### src/rtl/tgv_pkg.sv
package tgv_pkg;
  typedef enum logic [2:0] {
    ST_IDLE   = 3'd0,
    ST_QON    = 3'd1,
    ST_SETTLE = 3'd2,
    ST_HELD   = 3'd3,
    ST_QOFF   = 3'd4
  } tgv_state_e;
endpackage

### src/rtl/tgv_cfg_regs.sv
module tgv_cfg_regs #(
  parameter int CNT_W       = 16,
  parameter int DEF_PRESENT = 4,
  parameter int DEF_ABSENT  = 3,
  parameter int DEF_SETTLE  = 2
) (
  input  logic             clk,
  input  logic             rst,
  input  logic             load_ok,
  input  logic             cfg_load,
  input  logic [CNT_W-1:0] cfg_present,
  input  logic [CNT_W-1:0] cfg_absent,
  input  logic [CNT_W-1:0] cfg_settle,
  output logic [CNT_W-1:0] th_present,
  output logic [CNT_W-1:0] th_absent,
  output logic [CNT_W-1:0] th_settle
);
  always_ff @(posedge clk) begin
    if (rst) begin
      th_present <= CNT_W'(DEF_PRESENT);
      th_absent  <= CNT_W'(DEF_ABSENT);
      th_settle  <= CNT_W'(DEF_SETTLE);
    end else if (load_ok && cfg_load) begin
      th_present <= cfg_present;
      th_absent  <= cfg_absent;
      th_settle  <= cfg_settle;
    end
  end

  // counts move only through an idle-time load
  assert_cfg_frozen_R9: assert property (@(posedge clk) disable iff (rst)
    !load_ok |=> ($stable(th_present) && $stable(th_absent) && $stable(th_settle)));
  assert_cfg_taken_R9: assert property (@(posedge clk) disable iff (rst)
    (load_ok && cfg_load) |=> (th_present == $past(cfg_present)));
endmodule

### src/rtl/tgv_steer_fsm.sv
module tgv_steer_fsm
  import tgv_pkg::*;
#(
  parameter int CNT_W  = 16,
  parameter int CODE_W = 4
) (
  input  logic              clk,
  input  logic              rst,
  input  logic              est,
  input  logic [CODE_W-1:0] code_in,
  input  logic [CNT_W-1:0]  th_present,
  input  logic [CNT_W-1:0]  th_absent,
  input  logic [CNT_W-1:0]  th_settle,
  output logic              idle,
  output logic              gt_q,
  output logic              dsf_q,
  output logic              dsf_rise,
  output logic              dsf_fall,
  output logic [CODE_W-1:0] rx_q
);
  localparam logic [CNT_W-1:0] ONE = CNT_W'(1);

  tgv_state_e        state_q, state_n;
  logic [CNT_W-1:0]  cnt_q, cnt_n;
  logic              dsf_n, gt_n, accept;
  logic [CODE_W-1:0] rx_n;

  always_comb begin
    state_n = state_q;
    cnt_n   = cnt_q;
    dsf_n   = dsf_q;
    rx_n    = rx_q;
    accept  = 1'b0;
    case (state_q)
      ST_IDLE: begin
        if (est) begin
          if (th_present == '0) accept = 1'b1;
          else begin
            state_n = ST_QON;
            cnt_n   = ONE;
          end
        end
      end
      ST_QON: begin
        if (!est) state_n = ST_IDLE;
        else if (cnt_q >= th_present) accept = 1'b1;
        else cnt_n = cnt_q + ONE;
      end
      ST_SETTLE: begin
        if (cnt_q >= th_settle) begin
          dsf_n   = 1'b1;
          state_n = ST_HELD;
        end else cnt_n = cnt_q + ONE;
      end
      ST_HELD: begin
        if (!est) begin
          if (th_absent == '0) begin
            dsf_n   = 1'b0;
            state_n = ST_IDLE;
          end else begin
            state_n = ST_QOFF;
            cnt_n   = ONE;
          end
        end
      end
      ST_QOFF: begin
        if (est) state_n = ST_HELD;
        else if (cnt_q >= th_absent) begin
          dsf_n   = 1'b0;
          state_n = ST_IDLE;
        end else cnt_n = cnt_q + ONE;
      end
      default: state_n = ST_IDLE;
    endcase
    if (accept) begin
      rx_n = code_in;
      if (th_settle == '0) begin
        dsf_n   = 1'b1;
        state_n = ST_HELD;
      end else begin
        state_n = ST_SETTLE;
        cnt_n   = ONE;
      end
    end
    gt_n = est && (state_n == ST_SETTLE || state_n == ST_HELD || state_n == ST_QOFF);
  end

  assign dsf_rise = dsf_n & ~dsf_q;
  assign dsf_fall = dsf_q & ~dsf_n;
  assign idle     = (state_q == ST_IDLE);

  always_ff @(posedge clk) begin
    if (rst) begin
      state_q <= ST_IDLE;
      cnt_q   <= '0;
      dsf_q   <= 1'b0;
      gt_q    <= 1'b0;
      rx_q    <= '0;
    end else begin
      state_q <= state_n;
      cnt_q   <= cnt_n;
      dsf_q   <= dsf_n;
      gt_q    <= gt_n;
      rx_q    <= rx_n;
    end
  end

  // a registered digit is never overwritten before its pause is validated
  assert_rx_hold_R6: assert property (@(posedge clk) disable iff (rst)
    (state_q == ST_SETTLE || state_q == ST_HELD || state_q == ST_QOFF) |=> $stable(rx_q));
  // flag only while a digit is held or its pause is being qualified
  assert_flag_held_R5: assert property (@(posedge clk) disable iff (rst)
    dsf_q |-> (state_q == ST_HELD || state_q == ST_QOFF));
  // guard output implies a registered digit
  assert_gt_region_R4: assert property (@(posedge clk) disable iff (rst)
    gt_q |-> (dsf_q || state_q == ST_SETTLE));
  // qualification counter never passes its threshold
  assert_qon_bound_R2: assert property (@(posedge clk) disable iff (rst)
    (state_q == ST_QON) |-> (cnt_q <= th_present));
endmodule

### src/rtl/tgv_irq_ctrl.sv
module tgv_irq_ctrl (
  input  logic       clk,
  input  logic       rst,
  input  logic       dsf_i,
  input  logic       dsf_rise,
  input  logic       dsf_fall,
  input  logic       rd_strobe,
  input  logic       irq_en,
  output logic [1:0] status,
  output logic       irq_n
);
  logic pend_q, pend_n;

  always_comb begin
    pend_n = pend_q;
    if (dsf_rise) pend_n = 1'b1;
    else if (dsf_fall || rd_strobe) pend_n = 1'b0;
  end

  always_ff @(posedge clk) begin
    if (rst) begin
      pend_q <= 1'b0;
      irq_n  <= 1'b1;
    end else begin
      pend_q <= pend_n;
      irq_n  <= ~(irq_en & pend_n);
    end
  end

  assign status = {pend_q, dsf_i};

  assert_pend_needs_flag_R8: assert property (@(posedge clk) disable iff (rst)
    pend_q |-> dsf_i);
  assert_read_clears_R8: assert property (@(posedge clk) disable iff (rst)
    (rd_strobe && !dsf_rise) |=> !pend_q);
  assert_irq_needs_pend_R8: assert property (@(posedge clk) disable iff (rst)
    !irq_n |-> pend_q);
endmodule

### src/rtl/tone_guard_validator.sv
module tone_guard_validator #(
  parameter int CNT_W       = 16,
  parameter int CODE_W      = 4,
  parameter int DEF_PRESENT = 4,
  parameter int DEF_ABSENT  = 3,
  parameter int DEF_SETTLE  = 2
) (
  input  logic              clk,
  input  logic              rst,
  input  logic              est_raw,
  input  logic [CODE_W-1:0] code_in,
  input  logic              cfg_load,
  input  logic [CNT_W-1:0]  cfg_present,
  input  logic [CNT_W-1:0]  cfg_absent,
  input  logic [CNT_W-1:0]  cfg_settle,
  input  logic              irq_en,
  input  logic              rd_strobe,
  output logic              gt_out,
  output logic              dsf_out,
  output logic [CODE_W-1:0] rx_data,
  output logic [1:0]        status,
  output logic              irq_n
);
  logic [CNT_W-1:0] th_present, th_absent, th_settle;
  logic idle, dsf_rise, dsf_fall;

  tgv_cfg_regs #(
    .CNT_W(CNT_W), .DEF_PRESENT(DEF_PRESENT),
    .DEF_ABSENT(DEF_ABSENT), .DEF_SETTLE(DEF_SETTLE)
  ) u_cfg (
    .clk(clk), .rst(rst), .load_ok(idle), .cfg_load(cfg_load),
    .cfg_present(cfg_present), .cfg_absent(cfg_absent), .cfg_settle(cfg_settle),
    .th_present(th_present), .th_absent(th_absent), .th_settle(th_settle)
  );

  tgv_steer_fsm #(.CNT_W(CNT_W), .CODE_W(CODE_W)) u_fsm (
    .clk(clk), .rst(rst), .est(est_raw), .code_in(code_in),
    .th_present(th_present), .th_absent(th_absent), .th_settle(th_settle),
    .idle(idle), .gt_q(gt_out), .dsf_q(dsf_out),
    .dsf_rise(dsf_rise), .dsf_fall(dsf_fall), .rx_q(rx_data)
  );

  tgv_irq_ctrl u_irq (
    .clk(clk), .rst(rst), .dsf_i(dsf_out), .dsf_rise(dsf_rise),
    .dsf_fall(dsf_fall), .rd_strobe(rd_strobe), .irq_en(irq_en),
    .status(status), .irq_n(irq_n)
  );
endmodule

### config.mk
export PLATFORM = sky130hd
export DESIGN_NAME = tone_guard_validator
export DESIGN_NICKNAME = d
export VERILOG_FILES = /design/src/rtl/tgv_pkg.sv /design/src/rtl/tgv_cfg_regs.sv /design/src/rtl/tgv_steer_fsm.sv /design/src/rtl/tgv_irq_ctrl.sv /design/src/rtl/tone_guard_validator.sv
export SDC_FILE = /design/constraint.sdc
export NUM_CORES = 1
export LEC_CHECK = 0
export ABC_AREA = 1
export BUFFER_PORTS_ARGS = -buffer_cell sky130_fd_sc_hd__buf_2
export CAP_MARGIN = 0
export CELL_PAD_IN_SITES_DETAIL_PLACEMENT = 1
export CELL_PAD_IN_SITES_GLOBAL_PLACEMENT = 2
export CORE_MARGIN = 2
export CORE_UTILIZATION = 29
export DETAILED_ROUTE_END_ITERATION = 7
export PLACE_DENSITY_LB_ADDON = 0.1
export SYNTH_ARGS = -nofsm -noshare
export SYNTH_HDL_FRONTEND = slang
export SYNTH_SLANG_ARGS = --single-unit
### constraint.sdc
create_clock -name clk -period 1.9 [get_ports clk]
set_input_delay 0.095 -clock clk [delete_from_list [all_inputs] [get_ports clk]]
set_output_delay 0.095 -clock clk [all_outputs]
set_load 0.02 [all_outputs]
==> impl_metrics.tcl <==
set metrics [dict create \
    routability_cong 0.860 \
    fraction_of_final_layout_cells_with_drive_strength_greater_than_1_pct 42.7 \
    fin_crit_sh_pct 113 \
    worstMarginPinSlew_ps 514 \
    detailedRoute.firstIterationViolations 178 \
    hold_path.class "input port to flip-flop" \
    worstSetupEndpointType "flip-flop" \
    fp.dieArea_um2 18600 \
    post_synth.cell_area_avg_um2 6.74 \
    ys.flop_type "dfxtp_1" \
    dp_slack_ps -665 \
    netlist.top_cell.by_area "dfxtp_1" \
    synthDistinctLibCells 37 \
    postRouteWirelength_um 20600 \
    h-tree-depth 3 \
    irDropWorstVdd_mv 0.419 \
    synthCells 753 \
    syn_nets 860 \
    clkTransAtPathRegs_ps 70 \
    violated_checks "setup timing" \
    slew_viol_final 0 \
    grt_overflow_total 0 \
    wl_per_cell_um 17.2 \
    io-pin-count 67 \
    design.final.nets 1071 \
    path_class "flip-flop to flip-flop" \
    synth_async_sr_flop_share_pct 0 \
    tritoncts "built" \
    hold_viol_final 0 \
    route.antenna.remaining_nets 0 \
    multi_input_comb_area_um2 3740 \
    clock_sink_count 75 \
    synth.most_common_cell "nand2_1" \
    fillerInstances 2130 \
    period_needed_ps 2150 \
    slew_headroom_pct 65.7 \
    cts_buffers 9 \
    worst-endpoint-arrival_ps 2390 \
    antenna_violations_before_repair 1 \
    area.sequential_um2 1540 \
    status "finished with violations" \
    drv_cap 0 \
    post_synth_main_area_contributors "dfxtp_1 30%, ha_1 12%, nand2_1 11%, a21oi_1 8.1%, inv_1 7.8%" \
    final.setup.tns_ps -4440 \
    pwr_density_cell_nw_per_um2 655 \
    clk_path_buf_depth 2 \
    unrepaired_setup_endpoints_after_global_routing "yes" \
    synth_warnings 0 \
    floorplan.die.width_um 136 \
    via_count 5805 \
    starting_density_of_the_core_pct 29.6 \
    post-route-util_pct 46.9 \
    layout_overhead_on_the_synthesized_area_pct 58.7 \
    buffer_ports.inserted 66 \
    route.detailed.vias_per_inst 4.86 \
    ctsRootBufferMaster "clkbuf_16" \
    skew_ps 7.08 \
    yosys-top-cells-count "152 x nand2_1, 105 x inv_1, 82 x a21oi_1" \
    first_pass_grt_wire_length_um 32700 \
    core_area_um2 17200 \
    clk_latency_ps 350 \
    critPathMaxFanout 5 \
    setup_slack_ps -252 \
    synth_enable_flop_cells 0 \
    post-route-drc-count 0 \
    netlist.area_leader.share_pct 29.6 \
    finish_stage_setup_viols 27 \
    syn-cell-area_um2 5080 \
    synth.yosys.seq_area_share_pct 29.6 \
    timing.critical_path.from_type "flip-flop" \
    leakage_uw 0.00390 \
    timing.fmax_mhz 465 \
    rows 48 \
    register_bit_count_reported_by_yosys 75 \
    first_global_vias 6322 \
    drt-pass1-iter-count 4 \
    die_height_um 136 \
    grt_max_degree 57 \
    worst_ep_required_time_ps 2140 \
    hpwl_um 15100 \
    overall_global_routing_usage_pct 23.1 \
]
repair_timing:
action | in CTS | in global routing
pin swaps | 41 | 58
cloned | 2 | 0
setup buffers | 11 | 12
setup endpoints to repair | 28 | 27
hold endpoints to repair | 11 | 0
hold buffers | 8 | 0
resized for setup | 122 | 74
cells by family (layout without fill, tap and decap cells):
kind of cell               after synthesis  count (layout)  synth area share [%]
buffers and inverters                  140             354                  10.8
adders and majority gates               49              49                  12.1
AOI/OAI and AO/OA                      156             156                  15.9
DFF                                     75              75                  29.6
other                                    0               1                     0
xor gates and xnor gates                 9               9                  1.55
and+or+nand+nor                        324             326                  30.1
stage by stage:
stage,std cells,hold slack [ps],cell area (µm²),total power [µW]
2_1_floorplan,753,164,5080,2480
3_3_place_gp,1149,263,6650,3030
3_5_place_dp,1149,269,6650,3070
4_1_cts,1184,4.47,7630,5240
5_1_grt,1194,17.4,8060,5570
6_report,1195,10.5,8060,5270
cell usage in the layout, fill, tap and decap left out, types with 9 or more instances in the layout:
master,instances
a21oi_1,62
a21oi_2,21
buf_12,9
buf_2,66
buf_4,122
buf_6,18
clkbuf_16,9
dfxtp_1,57
dfxtp_2,10
ha_1,25
ha_4,24
inv_1,96
inv_2,15
nand2_1,114
nand2_2,38
nand3_1,41
nand3_2,16
nand4_1,26
nor2_1,37
nor2_2,17
o21ai_0,55
final cells by class:
type | count | share of cell area, %
diodes | 1 | 0.0311
clock buffers | 11 | 3.01
clock inverters | 5 | 1.06
inverters | 114 | 5.40
multi-input cells | 540 | 46.4
flip-flops and latches | 75 | 19.2
well taps | 225 | 3.49
repair buffers | 224 | 21.4
power breakdown:
| part | switching, µW | internal, µW |
|---|---|---|
| clock network | 757 | 1200 |
| registers | 64.0 | 1700 |
| logic | 888 | 666 |
state kept, by name, indices dropped and copies added (netlist names):
signal / cells
u_fsm.cnt_q: 16
u_irq.pend_q: 1
u_cfg.th_settle: 16
u_fsm.state_q: 3
u_fsm.rx_q: 4
u_fsm.dsf_q: 1
u_fsm.gt_q: 1
u_irq.irq_n: 1
u_cfg.th_absent: 16
u_cfg.th_present: 16
worst max-delay path, cell delays in order (launching register included):
cell,delay (ps)
dfxtp_4,360
buf_12,120
buf_6,110
ha_4,220
nand4_1,150
a21oi_2,50
nor2_2,140
nand4_1,220
nand2_4,180
nand4_1,240
nand2_1,180
a21oi_2,60
routing by layer:
layer | GRT usage, % | up-vias | share of wire [%]
li1 | - | 2922 | -
met1 | 27.8 | 2764 | 43
met2 | 41.3 | 94 | 51
met3 | 3.99 | 25 | 4.2
met4 | 8.16 | 0 | 1.9
met5 | 0 | - | 0
final timing paths:
| kind | start | end | slack [ps] | cells after the start |
|---|---|---|---|---|
| min reg2reg | u_fsm.rx_q[1]$_SDFFE_PP0N_ | u_fsm.rx_q[1]$_SDFFE_PP0N_ | 480 | 2 |
| min | cfg_settle[1] | u_cfg.th_settle[1]$_SDFFE_PP1P_ | 10 | 3 |
| max | u_fsm.cnt_q[12]$_SDFF_PP0_ | u_fsm.cnt_q[14]$_SDFF_PP0_ | -250 | 11 |
| max reg2reg | u_fsm.cnt_q[12]$_SDFF_PP0_ | u_fsm.cnt_q[14]$_SDFF_PP0_ | -250 | 11 |
Power figures use the tool's default switching activity.
